`src/rtl/pt_pkg.sv`:
```
package pt_pkg;
  typedef enum logic [1:0] {
    REG_COUNT  = 2'd0,
    REG_RELOAD = 2'd1,
    REG_CTRL   = 2'd2
  } reg_sel_e;

  typedef enum logic {
    MODE_ONESHOT = 1'b0,
    MODE_CONT    = 1'b1
  } mode_e;

  localparam int CTL_EN   = 0;
  localparam int CTL_MODE = 1;
  localparam int CTL_IE   = 2;
  localparam int CTL_LVL  = 3;
endpackage

```
`src/rtl/pt_regs.sv`:
```
module pt_regs
  import pt_pkg::*;
#(
  parameter int CNT_W  = 16,
  parameter int ADDR_W = 2
) (
  input  logic              clk,
  input  logic              rst,
  input  logic              wr_en,
  input  logic [ADDR_W-1:0] wr_addr,
  input  logic [CNT_W-1:0]  wr_data,
  output logic [CNT_W-1:0]  reload_q,
  output mode_e             mode_q,
  output logic              ie_q,
  output logic              cnt_ld,
  output logic [CNT_W-1:0]  cnt_val,
  output logic              ctl_wr,
  output logic              ctl_en,
  output mode_e             ctl_mode,
  output logic              ctl_lvl
);
  localparam logic [ADDR_W-1:0] A_COUNT  = ADDR_W'(REG_COUNT);
  localparam logic [ADDR_W-1:0] A_RELOAD = ADDR_W'(REG_RELOAD);
  localparam logic [ADDR_W-1:0] A_CTRL   = ADDR_W'(REG_CTRL);

  // decoded strobes, combinational
  always_comb begin
    cnt_ld   = wr_en && (wr_addr == A_COUNT);
    ctl_wr   = wr_en && (wr_addr == A_CTRL);
    cnt_val  = wr_data;
    ctl_en   = wr_data[CTL_EN];
    ctl_mode = mode_e'(wr_data[CTL_MODE]);
    ctl_lvl  = wr_data[CTL_LVL];
  end

  always_ff @(posedge clk) begin
    if (rst) begin
      reload_q <= '0;
      mode_q   <= MODE_ONESHOT;
      ie_q     <= 1'b0;
    end else if (wr_en) begin
      if (wr_addr == A_RELOAD) reload_q <= wr_data;
      if (wr_addr == A_CTRL) begin
        mode_q <= mode_e'(wr_data[CTL_MODE]);
        ie_q   <= wr_data[CTL_IE];
      end
    end
  end
endmodule

```
`src/rtl/pt_counter.sv`:
```
module pt_counter #(
  parameter int CNT_W = 16
) (
  input  logic             clk,
  input  logic             rst,
  input  logic             load,
  input  logic [CNT_W-1:0] load_val,
  input  logic             step,
  input  logic [CNT_W-1:0] reload_val,
  input  logic             last_uf,
  output logic [CNT_W-1:0] cnt_q,
  output logic             uf
);
  logic at_zero;

  always_comb begin
    at_zero = (cnt_q == '0);
    uf      = step && at_zero;
  end

  always_ff @(posedge clk) begin
    if (rst) begin
      cnt_q <= '0;
    end else if (load) begin
      cnt_q <= load_val;
    end else if (step) begin
      if (at_zero) cnt_q <= last_uf ? cnt_q : reload_val;
      else         cnt_q <= cnt_q - CNT_W'(1);
    end
  end

  // a running tick on a nonzero count lowers it by one
  a_r3_step_dec: assert property (@(posedge clk) disable iff (rst)
    (step && !load && cnt_q != '0) |=> (cnt_q == $past(cnt_q) - CNT_W'(1)));

  // no tick and no load leaves the count alone
  a_r3_hold: assert property (@(posedge clk) disable iff (rst)
    (!step && !load) |=> $stable(cnt_q));
endmodule

```
`src/rtl/pt_seq.sv`:
```
module pt_seq
  import pt_pkg::*;
(
  input  logic  clk,
  input  logic  rst,
  input  logic  ctl_wr,
  input  logic  ctl_en,
  input  mode_e ctl_mode,
  input  logic  ctl_lvl,
  input  logic  ext_trig,
  input  mode_e mode_q,
  input  logic  ie_q,
  input  logic  tick,
  input  logic  uf,
  output logic  step,
  output logic  last_uf,
  output logic  run_q,
  output logic  phase_q,
  output logic  out_q,
  output logic  irq_q
);
  logic  stop_sw;
  logic  start;
  mode_e mode_eff;

  always_comb begin
    stop_sw  = ctl_wr && !ctl_en;
    start    = !run_q && !stop_sw && ((ctl_wr && ctl_en) || ext_trig);
    mode_eff = ctl_wr ? ctl_mode : mode_q;
    step     = run_q && tick && !stop_sw;
    last_uf  = (mode_q == MODE_ONESHOT) && phase_q;
  end

  always_ff @(posedge clk) begin
    if (rst) begin
      run_q   <= 1'b0;
      phase_q <= 1'b0;
      out_q   <= 1'b0;
      irq_q   <= 1'b0;
    end else begin
      irq_q <= uf && ie_q;
      if (stop_sw) begin
        run_q <= 1'b0;
        out_q <= ctl_lvl;
      end else if (start) begin
        run_q   <= 1'b1;
        phase_q <= 1'b0;
        if (mode_eff == MODE_CONT) out_q <= ~out_q;
      end else if (uf) begin
        out_q   <= ~out_q;
        phase_q <= 1'b1;
        if (last_uf) run_q <= 1'b0;
      end
    end
  end

  // continuous underflow never halts the timer
  a_r7_cont_keeps_running: assert property (@(posedge clk) disable iff (rst)
    (uf && mode_q == MODE_CONT && !stop_sw) |=> run_q);

  // a start pulse on a running timer leaves its phase alone
  a_r11_trig_ignored: assert property (@(posedge clk) disable iff (rst)
    (run_q && ext_trig && !uf && !ctl_wr) |=> (run_q && $stable(phase_q)));
endmodule

```
`src/rtl/pulse_timer.sv`:
```
module pulse_timer
  import pt_pkg::*;
#(
  parameter int CNT_W  = 16,
  parameter int ADDR_W = 2
) (
  input  logic              clk,
  input  logic              rst,
  input  logic              wr_en,
  input  logic [ADDR_W-1:0] wr_addr,
  input  logic [CNT_W-1:0]  wr_data,
  input  logic              count_tick,
  input  logic              ext_start,
  output logic              pulse_o,
  output logic              irq_o,
  output logic              running_o,
  output logic [CNT_W-1:0]  count_o
);
  logic [CNT_W-1:0] reload_w, cnt_val_w;
  mode_e            mode_q_w, ctl_mode_w;
  logic             ie_w, cnt_ld_w, ctl_wr_w, ctl_en_w, ctl_lvl_w;
  logic             step_w, uf_w, last_w, phase_w;

  pt_regs #(.CNT_W(CNT_W), .ADDR_W(ADDR_W)) u_regs (
    .clk(clk), .rst(rst), .wr_en(wr_en), .wr_addr(wr_addr), .wr_data(wr_data),
    .reload_q(reload_w), .mode_q(mode_q_w), .ie_q(ie_w),
    .cnt_ld(cnt_ld_w), .cnt_val(cnt_val_w),
    .ctl_wr(ctl_wr_w), .ctl_en(ctl_en_w), .ctl_mode(ctl_mode_w), .ctl_lvl(ctl_lvl_w)
  );

  pt_counter #(.CNT_W(CNT_W)) u_cnt (
    .clk(clk), .rst(rst), .load(cnt_ld_w), .load_val(cnt_val_w),
    .step(step_w), .reload_val(reload_w), .last_uf(last_w),
    .cnt_q(count_o), .uf(uf_w)
  );

  pt_seq u_seq (
    .clk(clk), .rst(rst), .ctl_wr(ctl_wr_w), .ctl_en(ctl_en_w),
    .ctl_mode(ctl_mode_w), .ctl_lvl(ctl_lvl_w), .ext_trig(ext_start),
    .mode_q(mode_q_w), .ie_q(ie_w), .tick(count_tick), .uf(uf_w),
    .step(step_w), .last_uf(last_w), .run_q(running_o), .phase_q(phase_w),
    .out_q(pulse_o), .irq_q(irq_o)
  );

  // the output level moves only after an underflow, control write or start pulse
  a_r4_out_event: assert property (@(posedge clk) disable iff (rst)
    !$stable(pulse_o) |-> ($past(uf_w) || $past(ctl_wr_w) || $past(ext_start)));

  // running falls only on a stop write or a one-shot final underflow
  a_r5_halt_cause: assert property (@(posedge clk) disable iff (rst)
    $fell(running_o) |-> ($past(ctl_wr_w) ||
                          ($past(uf_w) && $past(mode_q_w) == MODE_ONESHOT && $past(phase_w))));

  // an interrupt follows a running tick taken at zero
  a_r9_irq_cause: assert property (@(posedge clk) disable iff (rst)
    irq_o |-> ($past(count_tick) && $past(running_o) && $past(count_o) == '0));
endmodule

```
`config.mk`:
```
export PLATFORM = sky130hd
export DESIGN_NAME = pulse_timer
export DESIGN_NICKNAME = d
export VERILOG_FILES = /design/src/rtl/pt_pkg.sv /design/src/rtl/pt_regs.sv /design/src/rtl/pt_counter.sv /design/src/rtl/pt_seq.sv /design/src/rtl/pulse_timer.sv
export SDC_FILE = /design/constraint.sdc
export NUM_CORES = 1
export LEC_CHECK = 0
export BUFFER_PORTS_ARGS = -buffer_cell sky130_fd_sc_hd__buf_2
export CORE_UTILIZATION = 59
export CTS_CLUSTER_SIZE = 24
export DETAILED_ROUTE_END_ITERATION = 6
export PLACE_DENSITY = 0.95
export SLEW_MARGIN = 15
export SYNTH_ARGS = -nofsm -noshare
export SYNTH_HDL_FRONTEND = slang
export SYNTH_SLANG_ARGS = --single-unit
export TNS_END_PERCENT = 100
```
`constraint.sdc`:
```
create_clock -name clk -period 4.03 [get_ports clk]
set_input_delay 0.6045 -clock clk [delete_from_list [all_inputs] [get_ports clk]]
set_output_delay 0.6045 -clock clk [all_outputs]
set_load 0.1 [all_outputs]
```
**Word-level counts from Yosys, hierarchy flattened**

Index checks and enable logic that the tools add are counted.

- Output and inout bits: 19
- Register bits: 38
- Word-level logic and storage cells: 58
- Input port bits: 23

- Add/sub/neg operators: 1
- Bitwise gates (word level): 3
- Reduce and logical (&&, ||, !) cells: 28
- Mux-type cells: 14
- Eq/ne operators: 4

Operators by type and width:

| kind | number |
|---|---|
| $mux W16 | 4 |
| $logic_not A16 Y1 | 1 |
| $sub A16 B1 Y16 const B | 1 |
| $reduce_and A2 Y1 | 6 |
| $logic_and A1 B1 Y1 | 11 |
| $mux W1 | 10 |
| $reduce_bool A2 Y1 | 3 |
| $logic_not A1 Y1 | 3 |
| $ne A3 B2 Y1 const B | 1 |
| $ne A3 B3 Y1 const B | 1 |
| $not A1 Y1 | 3 |
| $reduce_bool A3 Y1 | 1 |
| $eq A2 B1 Y1 const B | 1 |
| $eq A2 B2 Y1 const B | 1 |
| $logic_not A2 Y1 | 1 |
| $reduce_or A2 Y1 | 1 |
| $logic_or A1 B1 Y1 | 1 |

**Logic depth before layout (Yosys ltp)**

Gate-level depths: netlist of the first run.

- Depth after elaboration: 9
- Mapped depth: 9

**Hierarchy**

Synthesis of the first run repeated with hierarchy kept, for this count alone.

- Cell total of the unflattened synthesis: 293
- Area total of the unflattened synthesis: 2452.4 µm²

Modules (own cells, without submodules):

| module | instances | seq. area each (µm²) | area an instance (µm²) | cells each |
|---|---|---|---|---|
| pt_counter | 1 | 320.3 | 1291.2 | 174 |
| pt_regs | 1 | 360.3 | 965.9 | 98 |
| pt_seq | 1 | 80.1 | 195.2 | 21 |

**Least setup slack after synthesis of the first run**

No wires, ideal clock.

- Kind: reg2reg
- Start: register u_cnt.cnt_q[0]
- End: register u_cnt.cnt_q[7]
- Clock period less this slack: 2.698 ns
- Stages on the path, launching flop included: 10
- Data arrival time: 2.581 ns
- Setup slack: 1.332 ns
- Setup time: 0.117 ns
- Required time: 3.913 ns
- Cells stage by stage: dfxtp_1 -> inv_1 -> ha_1 -> nand4b_1 -> buf_2 -> o31ai_4 -> buf_4 -> o21ai_0 -> o31ai_1 -> a22o_1

- Cells in the longest elaborated chain, start to end: 4
- Elaborated cells between the ends (all ways): 7
- Classes of those cells: add/sub: 1; eq/ne: 1; mux: 3; reduce/logical: 2

RTL lines:

| what | RTL line | source |
|---|---|---|
| from (decl) | pt_counter.sv:11 | `output logic [CNT_W-1:0] cnt_q,` |
| from (signal assigned) | pt_counter.sv:25 | `cnt_q <= load_val;` |
| from (signal assigned) | pt_counter.sv:27 | `if (at_zero) cnt_q <= last_uf ? cnt_q : reload_val;` |
| from (signal assigned) | pt_counter.sv:28 | `else cnt_q <= cnt_q - CNT_W'(1);` |
| $sub A16 B1 Y16 / $logic_not A16 Y1 (equally long branches) | pt_counter.sv:28, pt_counter.sv:17 |  |
| $mux W16 | pt_counter.sv:27 |  |
| $mux W16 | pt_counter.sv:26 | `end else if (step) begin` |
| $mux W16 | pt_counter.sv:24 | `end else if (load) begin` |

Several ways; a longest one is shown, not always the timed one. The select of a mux whose other input is x is not followed.
A chain may end at the register's enable or synchronous reset.

**Worst setup path after layout of the first run**

- Start: register u_cnt.cnt_q[0]
- End: register u_cnt.cnt_q[0]

Same word-level chain as after synthesis.

==> results.md, run 1 <==
- Outcome: finished clean
- Initial antenna violation count: 0
- Fin. max-slew vios: 0
- Synthesis-to-finish area growth: 11.2%
- Clock sink total: 38
- Final setup viols: 0
- Total grt overflow: 0
- Layout fillers: 257
- Synth unique cells: 62
- Tot GR Track Use: 0.319
- Crit Path Max Fanout: 12
- Syn_nets: 290
- Crit-path slowest cell: o31ai_4
- Syn Inst Count: 265
- Core Region: 3390 sq um
- Synth Flop Type: dfxtp_1
- Synth Cell Area: 2120 sq um
- Synth Register Bits: 38
- Hold_buf cts: 0
- Crit. End Element: register
- Row count: 21
- Leading post-synthesis cells by cell area: dfxtp_1, nand2_1, a21oi_1
- RSZ-0062 raised after global routing: no
- Register area share after synthesis: 0.359
- Total iterations of the first detailed-routing run: 5
- Power Density: 466 nW/um^2
- Clk_lat worst skew: 0.35 ns
- Wirelength per Cell: 16.2 um
- Layout Cells excl Fill: 346
- CP bufs+invs: 1
- Total I/O pin count: 42
- Syn Area/Cell: 7.99 sq um
- Slew headroom: 0.223
- Post-DR vias/cell: 6.45
- Via count: 2232
- RePlAce Congestion: 0.880
- Hold slack: 0.463 ns
- Crit path required time: 4.27 ns
- Max Cap Viol: 0
- CP peak stage delay: 0.67 ns
- Num CTS Buffers: 5
- # resized after CTS: 0
- Worst slew pin tran: 1.16 ns
- CTS tree: yes
- Antenna cells: 0
- Post-synth top area cell: dfxtp_1
- DR DRC count: 0
- Inst Count DP: 338
- DR iter-0 viols: 215
- Final Hold Fails: 0
- Critical path, cell by cell: inv_1 > ha_1 > nand4b_1 > o31ai_4 > o21ai_0 > a311oi_1
- Fmax: 407 MHz
- Hold WC Path Type: reg -> reg
- CP startpoint kind: register
- Share of cells above drive strength 1: 0.217
- H-tree depth: 2
- Clk buf depth: 2
- Leak: 0.000942 uW
- VDD IR max: 0.000319 V
- Worst-path clk slew: 0.11 ns
- Setup bufs post-CTS: 0
- Worst Setup Path Type: reg -> reg
- Die width: 61.9 um
- Die height: 61.9 um
- Fin crit share: 0.610
- Share of the synthesized area in the top cell type: 0.359
- Final worst path period need: 2.46 ns
- EDFF count, synth: 0
- Die area: 3830 sq um
- Setup TNS: 0 ns
- Port bufs: 41
- Pre-CTS setup slack: 1.63 ns
- Clk root buf: clkbuf_4
- Vias in the first global route: 1835
- Register area: 761 sq um
- CP top delay family: compound AO/OA/AOI/OAI gates
- Async S/R FF share, synth: 0
- Initial core utilization: 0.625
- Largest net degree at the start of global routing: 28
- DP HPWL: 3950 um
- Pwr Total: 1100 uW
- Multi-input logic area: 1240 sq um
- First-pass GRT wire length: 8750 um
- Final worst slack: 1.57 ns
- Skew final: 0.0111 ns
- Crit path arrival time: 2.70 ns
- Post-route ant nets: 0
- Layout net count: 324
- DRT Wirelength: 5620 um
- Ys Warns: 0
==> Yosys cell counts, types with 2 or more instances <==
| library cell | instances |
|---|---|
| nor2_1 | 19 |
| o21ai_0 | 20 |
| buf_4 | 2 |
| buf_6 | 4 |
| buf_2 | 2 |
| a31oi_1 | 6 |
| a21o_1 | 2 |
| dfxtp_1 | 38 |
| o31ai_1 | 4 |
| o31a_2 | 2 |
| xnor2_1 | 2 |
| nor4_1 | 4 |
| mux2i_1 | 2 |
| nor3_1 | 7 |
| o21a_1 | 2 |
| o21ai_1 | 3 |
| nand3_1 | 2 |
| a21oi_1 | 30 |
| a311o_1 | 3 |
| and3_1 | 2 |
| o211ai_1 | 2 |
| nor2_2 | 2 |
| clkbuf_1 | 7 |
| nand4_1 | 4 |
| ha_1 | 2 |
| nor3b_1 | 3 |
| nand4b_1 | 2 |
| nand2_1 | 49 |
| a211oi_1 | 3 |
| inv_1 | 3 |
==> kinds of logic after synthesis <==
family | share of synthesized area
AOI/OAI and AO/OA | 0.298
xor gates and xnor gates | 0.0124
adders and majority gates | 0.0118
buffers and inverters | 0.0526
DFF | 0.359
muxes | 0.0148
and+or+nand+nor | 0.251
==> worst register-to-register path: cells and delay by family (launching register included) <==
family,cells,cell delay (ns)
AND/OR/NAND/NOR,1,0.43
flip-flops,1,0.40
adder cells (fa/ha/maj),1,0.18
AO/OA/AOI/OAI,3,1.17
buffers and inverters,1,0.17
==> area by class of cell <==
cell class | instances | share of cell area
Tap cell | 46 | 0.0244
Inverter | 3 | 0.00478
Sequential cell | 38 | 0.323
Clock buffer | 7 | 0.0234
Clock inverter | 1 | 0.00213
Timing Repair Buffer | 43 | 0.0935
Multi-Input combinational cell | 208 | 0.529
==> per-stage QoR <==
step | util | area [sq um]
after floorplan | - | 2120
after global placement | 0.677 | 2290
after detailed placement | 0.677 | 2290
after CTS | 0.695 | 2350
after global routing | 0.695 | 2350
final | 0.695 | 2350
==> worst paths after layout <==
| kind | slack, ns | end | cells after the start | start |
|---|---|---|---|---|
| max | 1.57 | u_cnt.cnt_q[0]$_SDFFE_PP0P_ | 6 | u_cnt.cnt_q[0]$_SDFFE_PP0P_ |
| min reg2reg | 0.46 | u_regs.reload_q[15]$_SDFFE_PP0P_ | 2 | u_regs.reload_q[15]$_SDFFE_PP0P_ |
| min | 0.46 | u_regs.reload_q[15]$_SDFFE_PP0P_ | 2 | u_regs.reload_q[15]$_SDFFE_PP0P_ |
| max reg2reg | 1.57 | u_cnt.cnt_q[0]$_SDFFE_PP0P_ | 6 | u_cnt.cnt_q[0]$_SDFFE_PP0P_ |
==> power by group <==
group / switching, uW / internal [uW] / total [uW]
Combinational: 327 / 121 / 448
Clock: 126 / 84.6 / 211
Sequential: 36.0 / 401 / 437
Total: 489 / 607 / 1100
==> state kept, by name (all words and copies together), names as in the netlist <==
signal	cells
u_seq.run_q	1
u_seq.phase_q	1
u_seq.out_q	1
u_regs.ie_q	1
u_regs.reload_q	16
u_cnt.cnt_q	16
u_regs.mode_q	1
u_seq.irq_q	1
==> per-layer routing <==
layer | vias to the layer above | global-route usage | part of all wire
li1 | 1052 | - | -
met2 | 125 | 0.490 | 0.46
met1 | 1041 | 0.431 | 0.42
met4 | 0 | 0.159 | 0.023
met3 | 14 | 0.0580 | 0.087
met5 | - | 0 | 0
==> cell usage in the layout, fill, tap and decap left out, drive strengths merged, types with 2 or more instances in the layout <==
cell type / instances
mux2i: 2
xnor2: 2
nand2: 49
a21oi: 31
o31ai: 5
a21o: 3
a31oi: 6
ha: 2
nor3: 8
nor3b: 3
inv: 3
a211oi: 3
nand4b: 2
nor2: 21
buf: 43
clkbuf: 7
a311o: 3
nor4: 5
and3: 2
o31a: 2
nand4: 4
or2: 2
dfxtp: 38
nand3: 3
o211ai: 2
o21ai: 23
o21a: 2
Power figures use the tool's default switching activity.
==> run 2: changes to the inputs <==
--- a/config.mk
+++ b/config.mk
@@ -6,10 +6,10 @@
 export NUM_CORES = 1
 export LEC_CHECK = 0
 export BUFFER_PORTS_ARGS = -buffer_cell sky130_fd_sc_hd__buf_2
-export CORE_UTILIZATION = 59
+export CORE_UTILIZATION = 49
 export CTS_CLUSTER_SIZE = 24
 export DETAILED_ROUTE_END_ITERATION = 6
-export PLACE_DENSITY = 0.95
+export PLACE_DENSITY = 0.85
 export SLEW_MARGIN = 15
 export SYNTH_ARGS = -nofsm -noshare
 export SYNTH_HDL_FRONTEND = slang
==> constraint.sdc (replaced) <==
create_clock -name clk -period 1.98 [get_ports clk]
set_input_delay 0.297 -clock clk [delete_from_list [all_inputs] [get_ports clk]]
set_output_delay 0.297 -clock clk [all_outputs]
set_load 0.1 [all_outputs]
==> results.md, run 2 (synthesis results as in run 1) <==
- Endpoint of the worst register-to-register path: u_cnt.cnt_q[15]$_SDFFE_PP0P_
- CTS tree: yes
- Most frequent cells in the layout: nand2_1, buf_2, a21oi_1
- Die height: 67.7 um (+9.4%)
- Fmax: 531 MHz (+31%)
- First-pass GRT wire length: 9570 um (+9.4%)
- Worst-path clk slew: 0.07 ns (-0.04 ns)
- Clock sink total: 38 (unchanged)
- DRT Wirelength: 6070 um (+8.1%)
- Outcome: finished clean
- Total iterations of the first detailed-routing run: 5 (unchanged)
- Synthesis-to-finish area growth: 22.8%
- Clk buf depth: 2 (unchanged)
- Antenna cells: 0 (unchanged)
- Pre-CTS setup slack: 0.0820 ns (-1.54 ns)
- Final setup viols: 0 (unchanged)
- Max Cap Viol: 0 (unchanged)
- R2R Setup Slk: 0.1 ns (-1.47 ns)
- Crit path arrival time: 2.11 ns (-0.59 ns)
- Hold WC Path Type: in -> reg
- RePlAce Congestion: 0.917 (+4.2%)
- DP HPWL: 4310 um (+9.3%)
- Largest regs: u_cnt.cnt_q x16, u_regs.reload_q x16
- Row count: 23 (+9.5%)
- CP peak stage delay: 0.37 ns (-0.30 ns)
- Core Region: 4090 sq um (+21%)
- Layout net count: 339 (+4.6%)
- DR iter-0 viols: 250 (+16%)
- Initial core utilization: 0.518 (-0.107)
- Die area: 4590 sq um (+20%)
- Initial antenna violation count: 0 (unchanged)
- Total I/O pin count: 42 (unchanged)
- Die width: 67.7 um (+9.4%)
- Worst slew pin tran: 0.503 ns (-0.658 ns)
- Final Hold Fails: 0 (unchanged)
- Post-DR vias/cell: 6.20 (-3.9%)
- CP startpoint kind: register
- Hold slack: 0.210 ns (-0.253 ns)
- R2r worst-path depth: 7 (+1)
- Leak: 0.00106 uW (+12%)
- Clk root buf: clkbuf_8
- Final worst slack: 0.0985 ns (-1.47 ns)
- Total grt overflow: 0 (unchanged)
- Crit Path Max Fanout: 8 (-4)
- Hold_buf cts: 0 (unchanged)
- Final worst path period need: 1.88 ns (-0.576 ns)
- Layout fillers: 329 (+28%)
- VDD IR max: 0.000629 V (+97%)
- Crit path required time: 2.21 ns (-2.06 ns)
- R2r startpoint: u_cnt.cnt_q[2]$_SDFFE_PP0P_
- Largest net degree at the start of global routing: 21 (-25%)
- CP bufs+invs: 1 (unchanged)
- Clk_lat worst skew: 0.29 ns (-0.06 ns)
- CP top delay family: simple AND/OR/NAND/NOR gates
- DR DRC count: 0 (unchanged)
- Via count: 2263 (+1.4%)
- CP Launch Point: u_cnt.cnt_q[2]$_SDFFE_PP0P_
- Port bufs: 41 (unchanged)
- Crit. End Element: register
- Leading cell type in the layout, fill and taps excluded: nand2_1
- Fin. max-slew vios: 0 (unchanged)
- Post-route ant nets: 0 (unchanged)
- Skew final: 0.00427 ns (-0.00686 ns)
- Fin crit share: 0.950 (+0.340)
- Slew headroom: 0.667 (+0.444)
- Share of cells above drive strength 1: 0.330 (+0.113)
- Worst Hold Depth: 3 (+1)
- Tot GR Track Use: 0.288 (-0.0308)
- Power Density: 957 nW/um^2 (+110%)
- Min-Delay Startpoint: wr_data[8]
- Hold endpoint: u_cnt.cnt_q[8]$_SDFFE_PP0P_
- Vias in the first global route: 1930 (+5.2%)
- Critical path, cell by cell: buf_4 > nor4_4 > nand4_1 > nor4_2 > xnor2_1 > a21o_2 > a21oi_1
- Worst Setup Path Type: reg -> reg
- Wirelength per Cell: 16.6 um (+2.5%)
- Num CTS Buffers: 5 (unchanged)
- Crit-path slowest cell: nor4_4
- H-tree depth: 2 (unchanged)
[run 2: cell count changes in the layout (fill, tap and decap cells not counted), sizes merged]
cell | previous run | this run
buf | 43 | 58
[run 2: repair_timing]
action / 4_1_cts / 5_1_grt
setup endpoints to repair: 0 / 5
setup buffers: 0 / 0
gates resized for setup: 0 / 6
[run 2: how the worst max path moves through the flow]
stage	end	slack [ns]	cells after the start
6_report	u_cnt.cnt_q[15]$_SDFFE_PP0P_	0.1	7
5_1_grt	u_cnt.cnt_q[0]$_SDFFE_PP0P_	-0.002	8
4_1_cts	u_cnt.cnt_q[15]$_SDFFE_PP0P_	0.07	7
3_5_place_dp	u_cnt.cnt_q[5]$_SDFFE_PP0P_	0.08	8
3_3_place_gp	u_cnt.cnt_q[15]$_SDFFE_PP0P_	0.07	7
2_1_floorplan	u_cnt.cnt_q[7]$_SDFFE_PP0P_	0.001	9
[run 2: worst register-to-register path: cells and delay by family, from the launching register on]
family / cells / cell delay (ns)
xor gates and xnor gates: 1 / 0.13
AOI/OAI and AO/OA: 2 / 0.32
and+or+nand+nor: 3 / 0.86
DFF: 1 / 0.35
buffers and inverters: 1 / 0.16
[run 2: stage by stage]
stage	power [uW]	std cells	instance area [sq um]	TNS, ns	utilization
after detailed placement	1920	357	2490	0	0.608
final	2490	365	2600	0	0.636
after global placement	1900	357	2490	0	0.608
after global routing	2600	365	2600	-0.00197	0.636
after CTS	2470	365	2580	0	0.631
after floorplan	1680	265	2170	0	-
[run 2: power breakdown]
| group | total [uW] | switching (uW) | internal [uW] |
|---|---|---|---|
| Clock | 557 | 276 | 281 |
| Combinational | 1040 | 716 | 327 |
| Sequential | 887 | 63.4 | 824 |
[run 2: cell type report]
type | instances | area, sq um | area share
Timing Repair Buffer | 58 | 362 | 0.139
Sequential cell | 38 | 797 | 0.307
Clock inverter | 1 | 5.00 | 0.00193
Clock buffer | 7 | 86.3 | 0.0332
Inverter | 3 | 13.8 | 0.00530
Multi-Input combinational cell | 208 | 1270 | 0.490
Tap cell | 50 | 62.6 | 0.0241
[run 2: per-layer routing]
| metal | track usage | share of wire | vias to the layer above |
|---|---|---|---|
| li1 | - | - | 1079 |
| met5 | 0 | 0 | - |
| met4 | 0.0957 | 0.017 | 0 |
| met3 | 0.0608 | 0.091 | 10 |
| met2 | 0.450 | 0.47 | 117 |
| met1 | 0.389 | 0.42 | 1057 |
